<file path="config.mk">
export PLATFORM = sky130hd
export DESIGN_NAME = cpu_status_bank
export DESIGN_NICKNAME = d
export VERILOG_FILES = /design/src/rtl/cpu_status_pkg.sv /design/src/rtl/status_fields.sv /design/src/rtl/stack_bank.sv /design/src/rtl/dedicated_store.sv /design/src/rtl/cpu_status_bank.sv
export SDC_FILE = /design/constraint.sdc
export NUM_CORES = 1
export LEC_CHECK = 0
export ABC_CLOCK_PERIOD_IN_PS = 5450
export BUFFER_PORTS_ARGS = -buffer_cell sky130_fd_sc_hd__buf_4
export CORE_AREA = 2 2 228 230
export CTS_CLUSTER_SIZE = 14
export DETAILED_ROUTE_END_ITERATION = 12
export DIE_AREA = 0 0 230 232
export SKIP_LAST_GASP = 1
export SLEW_MARGIN = 20
export SYNTH_ARGS = -nofsm -noshare
export SYNTH_HDL_FRONTEND = slang
export SYNTH_HIERARCHICAL = 1
export SYNTH_SLANG_ARGS = --single-unit
</file>
<file path="constraint.sdc">
create_clock -name clk -period 5.45 [get_ports clk]
set_input_delay 0.2725 -clock clk [delete_from_list [all_inputs] [get_ports clk]]
set_output_delay 0.2725 -clock clk [all_outputs]
set_load 0.02 [all_outputs]
</file>
<file path="src/rtl/cpu_status_pkg.sv">
package cpu_status_pkg;
  localparam int WORD_W   = 32;
  localparam int BYTE_W   = 8;
  localparam int CC_W     = 6;
  localparam int SC_W     = 3;
  localparam int LVL_W    = 5;
  localparam int FLAG_N   = 4;
  localparam int CC_LSB   = 0;
  localparam int SC_LSB   = 8;
  localparam int LVL_LSB  = 16;
  localparam int BIT_STK  = 5;
  localparam int SEL_W    = 3;
  localparam int PLAIN_N  = 4;

  typedef enum logic [SEL_W-1:0] {
    DR_TBASE = 3'd0,
    DR_RET   = 3'd1,
    DR_SSTK  = 3'd2,
    DR_USTK  = 3'd3,
    DR_MHI   = 3'd4,
    DR_MLO   = 3'd5
  } dr_idx_e;

  // Plain slot numbering inside the storage array
  localparam int SLOT_TBASE = 0;
  localparam int SLOT_RET   = 1;
  localparam int SLOT_MHI   = 2;
  localparam int SLOT_MLO   = 3;
endpackage

</file>
<file path="src/rtl/status_fields.sv">
module status_fields
  import cpu_status_pkg::*;
(
  input  logic                clk,
  input  logic                rst_n,
  input  logic                word_we,
  input  logic [WORD_W-1:0]   word_wdata,
  input  logic                cc_we,
  input  logic [BYTE_W-1:0]   cc_wdata,
  input  logic                sc_we,
  input  logic [BYTE_W-1:0]   sc_wdata,
  input  logic                lvl_we,
  input  logic [BYTE_W-1:0]   lvl_wdata,
  input  logic [FLAG_N-1:0]   flag_we,
  input  logic [FLAG_N-1:0]   flag_wdata,
  output logic [CC_W-1:0]     cc_q,
  output logic [SC_W-1:0]     sc_q,
  output logic [LVL_W-1:0]    lvl_q,
  output logic                stk_swap
);
  logic [CC_W-1:0]  cc_d;
  logic [SC_W-1:0]  sc_d;
  logic [LVL_W-1:0] lvl_d;
  logic [LVL_W-1:0] lvl_raw;
  logic             cc_en, sc_en, lvl_en;
  logic             unused_bits;

  assign unused_bits = ^{word_wdata[WORD_W-1:LVL_LSB+LVL_W],
                         word_wdata[LVL_LSB-1:SC_LSB+SC_W],
                         word_wdata[SC_LSB-1:CC_W],
                         cc_wdata[BYTE_W-1:CC_W],
                         sc_wdata[BYTE_W-1:SC_W],
                         lvl_wdata[BYTE_W-1:LVL_W]};

  assign cc_en  = word_we | cc_we | (|flag_we);
  assign sc_en  = word_we | sc_we;
  assign lvl_en = word_we | lvl_we;

  // Condition codes: execute flags first, explicit writes override
  always_comb begin
    cc_d = cc_q;
    for (int i = 0; i < FLAG_N; i++) begin
      if (flag_we[i]) cc_d[i] = flag_wdata[i];
    end
    if (word_we)     cc_d = word_wdata[CC_LSB +: CC_W];
    else if (cc_we)  cc_d = cc_wdata[CC_W-1:0];
  end

  always_comb begin
    sc_d = sc_q;
    if (word_we)     sc_d = word_wdata[SC_LSB +: SC_W];
    else if (sc_we)  sc_d = sc_wdata[SC_W-1:0];
  end

  // Level mask: once in the upper half, a write cannot leave it
  always_comb begin
    lvl_raw = word_we ? word_wdata[LVL_LSB +: LVL_W] : lvl_wdata[LVL_W-1:0];
    lvl_d   = lvl_raw;
    if (lvl_q[LVL_W-1] && !lvl_raw[LVL_W-1]) lvl_d[LVL_W-1] = 1'b1;
  end

  assign stk_swap = cc_d[BIT_STK] ^ cc_q[BIT_STK];

  always_ff @(posedge clk or negedge rst_n) begin
    if (!rst_n) begin
      cc_q <= '0;
    end else if (cc_en) begin
      cc_q <= cc_d;
    end
  end

  always_ff @(posedge clk or negedge rst_n) begin
    if (!rst_n) begin
      sc_q <= '0;
    end else if (sc_en) begin
      sc_q <= sc_d;
    end
  end

  always_ff @(posedge clk or negedge rst_n) begin
    if (!rst_n) begin
      lvl_q <= '0;
    end else if (lvl_en) begin
      lvl_q <= lvl_d;
    end
  end
endmodule

</file>
<file path="src/rtl/stack_bank.sv">
module stack_bank #(
  parameter int DW = 32
) (
  input  logic          clk,
  input  logic          rst_n,
  input  logic          stk_sel,
  input  logic          stk_swap,
  input  logic          sp_we,
  input  logic [DW-1:0] sp_wdata,
  input  logic          sys_we,
  input  logic          usr_we,
  input  logic [DW-1:0] dr_wdata,
  output logic [DW-1:0] sp_q,
  output logic [DW-1:0] ssp_q,
  output logic [DW-1:0] usp_q,
  output logic [DW-1:0] sys_view,
  output logic [DW-1:0] usr_view
);
  logic [DW-1:0] sp_d, ssp_d, usp_d;
  logic          sp_en, ssp_en, usp_en;

  always_comb begin
    sp_d  = sp_q;
    ssp_d = ssp_q;
    usp_d = usp_q;
    if (stk_swap) begin
      if (stk_sel) begin
        usp_d = sp_q;
        sp_d  = ssp_q;
      end else begin
        ssp_d = sp_q;
        sp_d  = usp_q;
      end
    end else begin
      if (sp_we) sp_d = sp_wdata;
      if (sys_we) begin
        if (stk_sel) ssp_d = dr_wdata;
        else         sp_d  = dr_wdata;
      end
      if (usr_we) begin
        if (stk_sel) sp_d  = dr_wdata;
        else         usp_d = dr_wdata;
      end
    end
  end

  assign sp_en  = stk_swap | sp_we | sys_we | usr_we;
  assign ssp_en = stk_swap | sys_we;
  assign usp_en = stk_swap | usr_we;

  always_ff @(posedge clk or negedge rst_n) begin
    if (!rst_n) begin
      sp_q <= '0;
    end else if (sp_en) begin
      sp_q <= sp_d;
    end
  end

  always_ff @(posedge clk or negedge rst_n) begin
    if (!rst_n) begin
      ssp_q <= '0;
    end else if (ssp_en) begin
      ssp_q <= ssp_d;
    end
  end

  always_ff @(posedge clk or negedge rst_n) begin
    if (!rst_n) begin
      usp_q <= '0;
    end else if (usp_en) begin
      usp_q <= usp_d;
    end
  end

  assign sys_view = stk_sel ? ssp_q : sp_q;
  assign usr_view = stk_sel ? sp_q  : usp_q;
endmodule

</file>
<file path="src/rtl/dedicated_store.sv">
module dedicated_store #(
  parameter int DW    = 32,
  parameter int SLOTS = 4
) (
  input  logic                      clk,
  input  logic                      rst_n,
  input  logic [SLOTS-1:0]          wr_en,
  input  logic [DW-1:0]             wdata,
  output logic [SLOTS-1:0][DW-1:0]  slot_q
);
  for (genvar g = 0; g < SLOTS; g++) begin : g_slot
    logic [DW-1:0] q;
    logic [DW-1:0] d;

    always_comb d = wr_en[g] ? wdata : q;

    always_ff @(posedge clk or negedge rst_n) begin
      if (!rst_n) begin
        q <= '0;
      end else if (wr_en[g]) begin
        q <= d;
      end
    end

    assign slot_q[g] = q;
  end
endmodule

</file>
<file path="src/rtl/cpu_status_bank.sv">
module cpu_status_bank
  import cpu_status_pkg::*;
#(
  parameter int DW = 32
) (
  input  logic              clk,
  input  logic              rst_n,
  input  logic              word_we,
  input  logic [31:0]       word_wdata,
  output logic [31:0]       word_rdata,
  input  logic              cc_we,
  input  logic [7:0]        cc_wdata,
  output logic [7:0]        cc_rdata,
  input  logic              sc_we,
  input  logic [7:0]        sc_wdata,
  output logic [7:0]        sc_rdata,
  input  logic              lvl_we,
  input  logic [7:0]        lvl_wdata,
  output logic [7:0]        lvl_rdata,
  input  logic [3:0]        flag_we,
  input  logic [3:0]        flag_wdata,
  input  logic              dr_we,
  input  logic [2:0]        dr_sel,
  input  logic [DW-1:0]     dr_wdata,
  output logic [DW-1:0]     dr_rdata,
  input  logic              sp_we,
  input  logic [DW-1:0]     sp_wdata,
  output logic [DW-1:0]     sp_rdata
);
  logic [CC_W-1:0]              cc_q;
  logic [SC_W-1:0]              sc_q;
  logic [LVL_W-1:0]             lvl_q;
  logic                         stk_swap;
  logic [DW-1:0]                sp_q, ssp_q, usp_q, sys_view, usr_view;
  logic                         sys_we, usr_we;
  logic [PLAIN_N-1:0]           plain_we;
  logic [PLAIN_N-1:0][DW-1:0]   plain_q;

  status_fields u_fields (
    .clk        (clk),
    .rst_n      (rst_n),
    .word_we    (word_we),
    .word_wdata (word_wdata),
    .cc_we      (cc_we),
    .cc_wdata   (cc_wdata),
    .sc_we      (sc_we),
    .sc_wdata   (sc_wdata),
    .lvl_we     (lvl_we),
    .lvl_wdata  (lvl_wdata),
    .flag_we    (flag_we),
    .flag_wdata (flag_wdata),
    .cc_q       (cc_q),
    .sc_q       (sc_q),
    .lvl_q      (lvl_q),
    .stk_swap   (stk_swap)
  );

  // Index decode for dedicated writes
  always_comb begin
    sys_we   = 1'b0;
    usr_we   = 1'b0;
    plain_we = '0;
    if (dr_we) begin
      case (dr_sel)
        DR_TBASE: plain_we[SLOT_TBASE] = 1'b1;
        DR_RET:   plain_we[SLOT_RET]   = 1'b1;
        DR_SSTK:  sys_we               = 1'b1;
        DR_USTK:  usr_we               = 1'b1;
        DR_MHI:   plain_we[SLOT_MHI]   = 1'b1;
        DR_MLO:   plain_we[SLOT_MLO]   = 1'b1;
        default:  ;
      endcase
    end
  end

  stack_bank #(.DW(DW)) u_stack (
    .clk      (clk),
    .rst_n    (rst_n),
    .stk_sel  (cc_q[BIT_STK]),
    .stk_swap (stk_swap),
    .sp_we    (sp_we),
    .sp_wdata (sp_wdata),
    .sys_we   (sys_we),
    .usr_we   (usr_we),
    .dr_wdata (dr_wdata),
    .sp_q     (sp_q),
    .ssp_q    (ssp_q),
    .usp_q    (usp_q),
    .sys_view (sys_view),
    .usr_view (usr_view)
  );

  dedicated_store #(.DW(DW), .SLOTS(PLAIN_N)) u_plain (
    .clk    (clk),
    .rst_n  (rst_n),
    .wr_en  (plain_we),
    .wdata  (dr_wdata),
    .slot_q (plain_q)
  );

  always_comb begin
    case (dr_sel)
      DR_TBASE: dr_rdata = plain_q[SLOT_TBASE];
      DR_RET:   dr_rdata = plain_q[SLOT_RET];
      DR_SSTK:  dr_rdata = sys_view;
      DR_USTK:  dr_rdata = usr_view;
      DR_MHI:   dr_rdata = plain_q[SLOT_MHI];
      DR_MLO:   dr_rdata = plain_q[SLOT_MLO];
      default:  dr_rdata = '0;
    endcase
  end

  always_comb begin
    word_rdata = '0;
    word_rdata[CC_LSB  +: CC_W]  = cc_q;
    word_rdata[SC_LSB  +: SC_W]  = sc_q;
    word_rdata[LVL_LSB +: LVL_W] = lvl_q;
  end

  assign cc_rdata  = {{(BYTE_W-CC_W){1'b0}}, cc_q};
  assign sc_rdata  = {{(BYTE_W-SC_W){1'b0}}, sc_q};
  assign lvl_rdata = {{(BYTE_W-LVL_W){1'b0}}, lvl_q};
  assign sp_rdata  = sp_q;
endmodule

</file>
==> results.yml, run 1 <==
drt:
  met3_length_mm: 1.82
  first_iter_violations: 711
  via_count: 10400
  met2_length_mm: 19.7
  ant_nets: 0
  wl_met1_mm: 18.9
  routed_wl_mm: 41.4
  detail_route.wl_per_cell_um: 19.4
  drc_errors: 0
  viasPerCell: 4.88
  dr.max_layer_used: "met5"
  drtPass1Iterations: 5
layout:
  final_common_cell: "dfrtp_1"
  n_fill_cell: 5126
  drive_above_1_share: 0.345
  layout_common_cells: "dfrtp_1 (237), buf_4 (217), mux2_4 (150)"
  area_growth_pct: 18.1
  diodes: 0
  nNetsFinal: 1580
  fin_area_um2: 17300
sta:
  fmaxAchievable_mhz: 261
  tns_ns: 0
  clock-skew-final_ns: 0.00882
  min_period_ns: 3.83
  hold_viol_final: 0
  timing.final.crit_share: 0.702
  relSlewSlack: 0.272
  rsz0062_at_grt: "no"
  tightestPinTransition_ns: 1.09
  finalSetupViolCount: 0
  slew_viol_final: 0
floorplan:
  placeableCoreArea_um2: 50900
  ios: 259
  die_height_um: 232
  rows: 83
  dieWidth_um: 230
  design.die.area_um2: 53400
  initial_core_util: 0.288
clock_tree:
  cts_buffer_depth: 3
  root_buffer: "clkbuf_16"
  cts_buffers: 27
  htreeDepth: 1
  cts_tree: "built"
  clk_latency_ns: 0.54
  numClockSinks: 238
  path_clk_slew_ns: 0.07
placement:
  gp_congestion: 0.762
  place_hpwl_mm: 25.7
  placed_area_um2: 16200
  portBuffers: 202
min_path:
  hp-class: "in -> reg"
  min_from: "word_wdata[1]"
setup_path:
  cp.required_ns: 5.18
  worst-path-max-fanout: 97
  timing.rr.start: "u_fields/cc_q[5]$_DFFE_PN0P_"
  start_kind: "flip-flop"
  path_class: "reg -> out"
  setup.worst_path.end_class: "primary output"
  crit_path_start: "u_fields/cc_q[5]$_DFFE_PN0P_"
  cp.arrival_ns: 3.55
yosys:
  synth-edff-count: 0
  ys_ff_latch: 238
  async_flop_share: 1.00
  yosys_warnings: 6
  synth_cells: 1293
  ys.flop_type: "dfrtp_1"
  syn_area_per_cell_um2: 11.3
  ys_types: 41
  synth_area_leaders: "dfrtp_1 (41%), mux2_4 (15%), mux2i_1 (9.7%), mux2_2 (5.4%), nand2_1 (3.8%)"
  yosysTopAreaCell: "dfrtp_1"
  syn_area_um2: 14700
  yosysTopAreaCellShare: 0.406
  ys_seq_area_frac: 0.406
pwr:
  cellPowerDensity_nw_per_um2: 383
  p_leak_uw: 0.00815
  worst_ir_drop_vdd_mv: 0.236
run:
  cap_violations: 0
global_routing:
  grt_usage: 0.152
  antenna_found_initial: 1
  grt_overflow: 0
  grt_pass1_vias: 10600
  grt_pass1_wl_mm: 63.5
  grt_start_max_net_pins: 126
run_status:
  status: "finished clean"
synthesized netlist by cell type (3+ instances only):
cell / count
buf_6: 19
nand2_1: 148
nor3b_1: 4
a211oi_2: 3
mux2_4: 150
nor2b_1: 4
buf_4: 55
o211ai_1: 31
clkbuf_1: 26
inv_1: 33
a32oi_1: 16
a221oi_1: 8
o21ai_0: 105
mux2_1: 12
nor2_1: 5
a31oi_1: 8
mux2i_1: 142
nand3_1: 32
o21a_1: 32
buf_2: 29
buf_12: 12
mux2_2: 70
nand2b_1: 67
dfrtp_1: 238
o221ai_1: 24
final cells by class:
class / count / area (um^2) / share of cell area
multi-input cells: 903 / 7610 / 0.440
clock inverters: 9 / 151 / 0.00874
well taps: 680 / 851 / 0.0491
inverters: 35 / 131 / 0.00759
clock buffers: 36 / 759 / 0.0439
flip-flops and latches: 238 / 5960 / 0.344
repair buffers: 236 / 1850 / 0.107
report_power, final:
group | internal (uW) | switching [uW]
Clock | 1160 | 758
Combinational | 1080 | 992
Sequential | 2260 | 389
Total | 4500 | 2140
flip-flops by register name, indices dropped and copies added (netlist names):
register / count
u_fields/sc_q: 3
u_plain/g_slot.q: 128
u_stack/usp_q: 32
u_fields/lvl_q: 5
u_stack/ssp_q: 32
u_fields/cc_q: 6
u_stack/sp_q: 32
metal layers:
metal / vias to the layer above / track usage
li1: 4820 / -
met2: 241 / 0.250
met1: 5305 / 0.207
met4: 2 / 0.0442
met5: - / 0
met3: 54 / 0.0228
cell families after synthesis:
group | synth area share
AND/OR/NAND/NOR | 0.0867
AO/OA/AOI/OAI | 0.105
buffers and inverters | 0.0855
other | 0.000256
XOR/XNOR | 0.00119
multiplexers | 0.315
flip-flops | 0.406
path summary, 6_finish.rpt:
path,depth (start not counted),end,slack (ns)
worst max-delay path,6,dr_rdata[17],1.62
worst min-delay path,3,u_fields/cc_q[1]$_DFFE_PN0P_,0.02
worst max register to register,5,u_stack/ssp_q[13]$_DFFE_PN0P_,1.99
worst min register to register,1,u_plain/g_slot[1].q[28]$_DFFE_PN0P_,0.50
max in group asynchronous,4,u_stack/usp_q[26]$_DFFE_PN0P_,3.78
min in group asynchronous,2,u_fields/lvl_q[3]$_DFFE_PN0P_,0.18
metrics by stage:
| stage | hold slack (ns) | utilization | setup slack [ns] | total power [uW] | instances |
|---|---|---|---|---|---|
| after global routing | 0.00700 | 0.340 | 1.40 | 7040 | 2137 |
| final | 0.0243 | 0.340 | 1.62 | 6640 | 2137 |
| after detailed placement | 0.447 | 0.319 | 1.93 | 4740 | 2075 |
| after global placement | 0.443 | 0.319 | 2.07 | 4660 | 2075 |
| after floorplan | -0.0231 | - | 3.25 | 4090 | 1320 |
| after CTS | 0.000837 | 0.340 | 1.61 | 6710 | 2136 |
timing repair:
item,in CTS,in global routing
hold buffers,16,0
endpoints found under the hold margin,137,0
resized for setup,0,0
buffers inserted,0,0
worst max-delay path, cell delays in order, from the launching register on:
cell and delay [ns]:
dfrtp_4 1.07, buf_4 0.66, o21ai_0 0.24, mux2_2 0.30, a221oi_1 0.27, a31oi_1 0.16
buf_4 0.23
Power figures use the tool's default switching activity.
==> run 2: changes to the inputs <==
ABC_CLOCK_PERIOD_IN_PS = 3800   (was 5450)
clock period = 3.8 ns   (was 5.45 ns; I/O delays follow)
==> results.yml, run 2 (same netlist as run 1, synthesis figures left out) <==
global_routing:
  grt_pass1_vias: 10800
  grt_overflow: 0
  grt_start_max_net_pins: 142
  grt_pass1_wl_mm: 64.5
  grt_usage: 0.153
  antenna_found_initial: 2
drt:
  routed_wl_mm: 41.5
  via_count: 10700
  drtPass1Iterations: 5
  detail_route.wl_per_cell_um: 18.9
  drc_errors: 0
  viasPerCell: 4.86
  first_iter_violations: 723
  ant_nets: 0
clock_tree:
  clk_latency_ns: 0.56
  ctsResizeCount: 0
  cts_setup_buffers: 0
  root_buffer: "clkbuf_16"
  hold_buffers: 62
  cts_tree: "built"
  htreeDepth: 1
  cts_buffers: 29
  cts_buffer_depth: 3
  numClockSinks: 238
  path_clk_slew_ns: 0.06
sta:
  relSlewSlack: 0.410
  rsz0062_at_grt: "no"
  fmaxAchievable_mhz: 329
  tightestPinTransition_ns: 0.885
  setup_ws_ns: 0.761
  tns_ns: 0
  timing.final.crit_share: 0.800
  clock-skew-final_ns: 0.0123
  finalSetupViolCount: 0
  slew_viol_final: 0
  min_period_ns: 3.04
  hold_viol_final: 0
placement:
  gp_congestion: 0.778
  place_hpwl_mm: 26.3
  dpl_worst_slack_ns: 1.21
  portBuffers: 202
  placed_cells: 2083
run_status:
  status: "finished clean"
pwr:
  cellPowerDensity_nw_per_um2: 555
  p_total_uw: 10000
  p_leak_uw: 0.00846
  worst_ir_drop_vdd_mv: 0.339
layout:
  drive_above_1_share: 0.342
  fin_util: 0.354
  regMostFlops: "u_plain/g_slot.q"
  area_growth_pct: 23.0
  largest_reg_flops: 128
  nNetsFinal: 1635
  final_common_cell: "dfrtp_1"
  fin_cells: 2199
  layout_common_cells: "dfrtp_1 (237), buf_4 (222), mux2_4 (150)"
  diodes: 0
floorplan:
  ios: 259
  placeableCoreArea_um2: 50900
  die_height_um: 232
  dieWidth_um: 230
  design.die.area_um2: 53400
  rows: 83
  initial_core_util: 0.288
setup_path:
  cp_common_cell: "buf_4"
  worst-path-max-fanout: 35
  cpPeakStageDelay_ns: 0.66
  start_kind: "flip-flop"
  cp.arrival_ns: 2.85
  critical-path-top-delay-family: "buffers and inverters"
  worst-path-buf-inv: 2
  cp.required_ns: 3.61
  crit_chain: "buf_4, nand2_1, o21ai_0, mux2_2, a221oi_1, a31oi_1, buf_4"
  setup.worst_path.end_class: "primary output"
  crit_slowest_cell: "dfrtp_4"
  path_class: "reg -> out"
run:
  cap_violations: 0
min_path:
  hp-class: "in -> reg"
==> run 2: worst register-to-register path, cell delays in order (launching register included) <==
cell	delay [ns]
dfrtp_4	0.66
buf_4	0.47
mux2i_4	0.30
buf_4	0.42
mux2_2	0.42
o21a_1	0.16
==> run 2: per-stage QoR <==
step | instance area (um^2) | hold WS (ns)
floorplan | 14800 | -0.106
global placement | 16300 | 0.306
detailed placement | 16300 | 0.313
CTS | 18000 | 0.0434
global route | 18000 | 0.0588
finish | 18000 | 0.0704
==> run 2: power by group <==
group	total, uW	switching (uW)	internal (uW)
clock network	3180	1180	2000
logic	3060	1450	1600
registers	3780	541	3240
==> run 2: worst paths after layout <==
kind	from	cells past startpoint	endpoint	slack, ns
worst max-delay path	u_fields/cc_q[5]$_DFFE_PN0P_	7	dr_rdata[10]	0.76
worst max register to register	u_fields/cc_q[5]$_DFFE_PN0P_	5	u_stack/sp_q[5]$_DFFE_PN0P_	1.27
min in group asynchronous	rst_n	2	u_fields/lvl_q[3]$_DFFE_PN0P_	0.24
worst min-delay path	sp_wdata[11]	4	u_stack/sp_q[11]$_DFFE_PN0P_	0.07
max in group asynchronous	rst_n	3	u_stack/sp_q[28]$_DFFE_PN0P_	2.55
worst min register to register	u_plain/g_slot[1].q[0]$_DFFE_PN0P_	1	u_plain/g_slot[1].q[0]$_DFFE_PN0P_	0.51
==> run 2: metal layers <==
metal / wire length [um] / share of wire / GRT usage / vias up
li1: - / - / - / 4941
met1: 18600 / 0.45 / 0.204 / 5387
met2: 19700 / 0.47 / 0.254 / 279
met3: 2040 / 0.049 / 0.0249 / 72
met4: 1150 / 0.028 / 0.0488 / 4
met5: 23 / 0.00055 / 0 / -
==> run 2: cell type report <==
| class | instances | area (um^2) |
|---|---|---|
| inverter | 35 | 131 |
| clock inverter | 16 | 282 |
| tap | 680 | 851 |
| sequential | 238 | 5960 |
| multi-input combinational | 903 | 7610 |
| fill | 5026 | 32900 |
| clock buffer | 38 | 820 |
| timing repair buffer | 289 | 2380 |
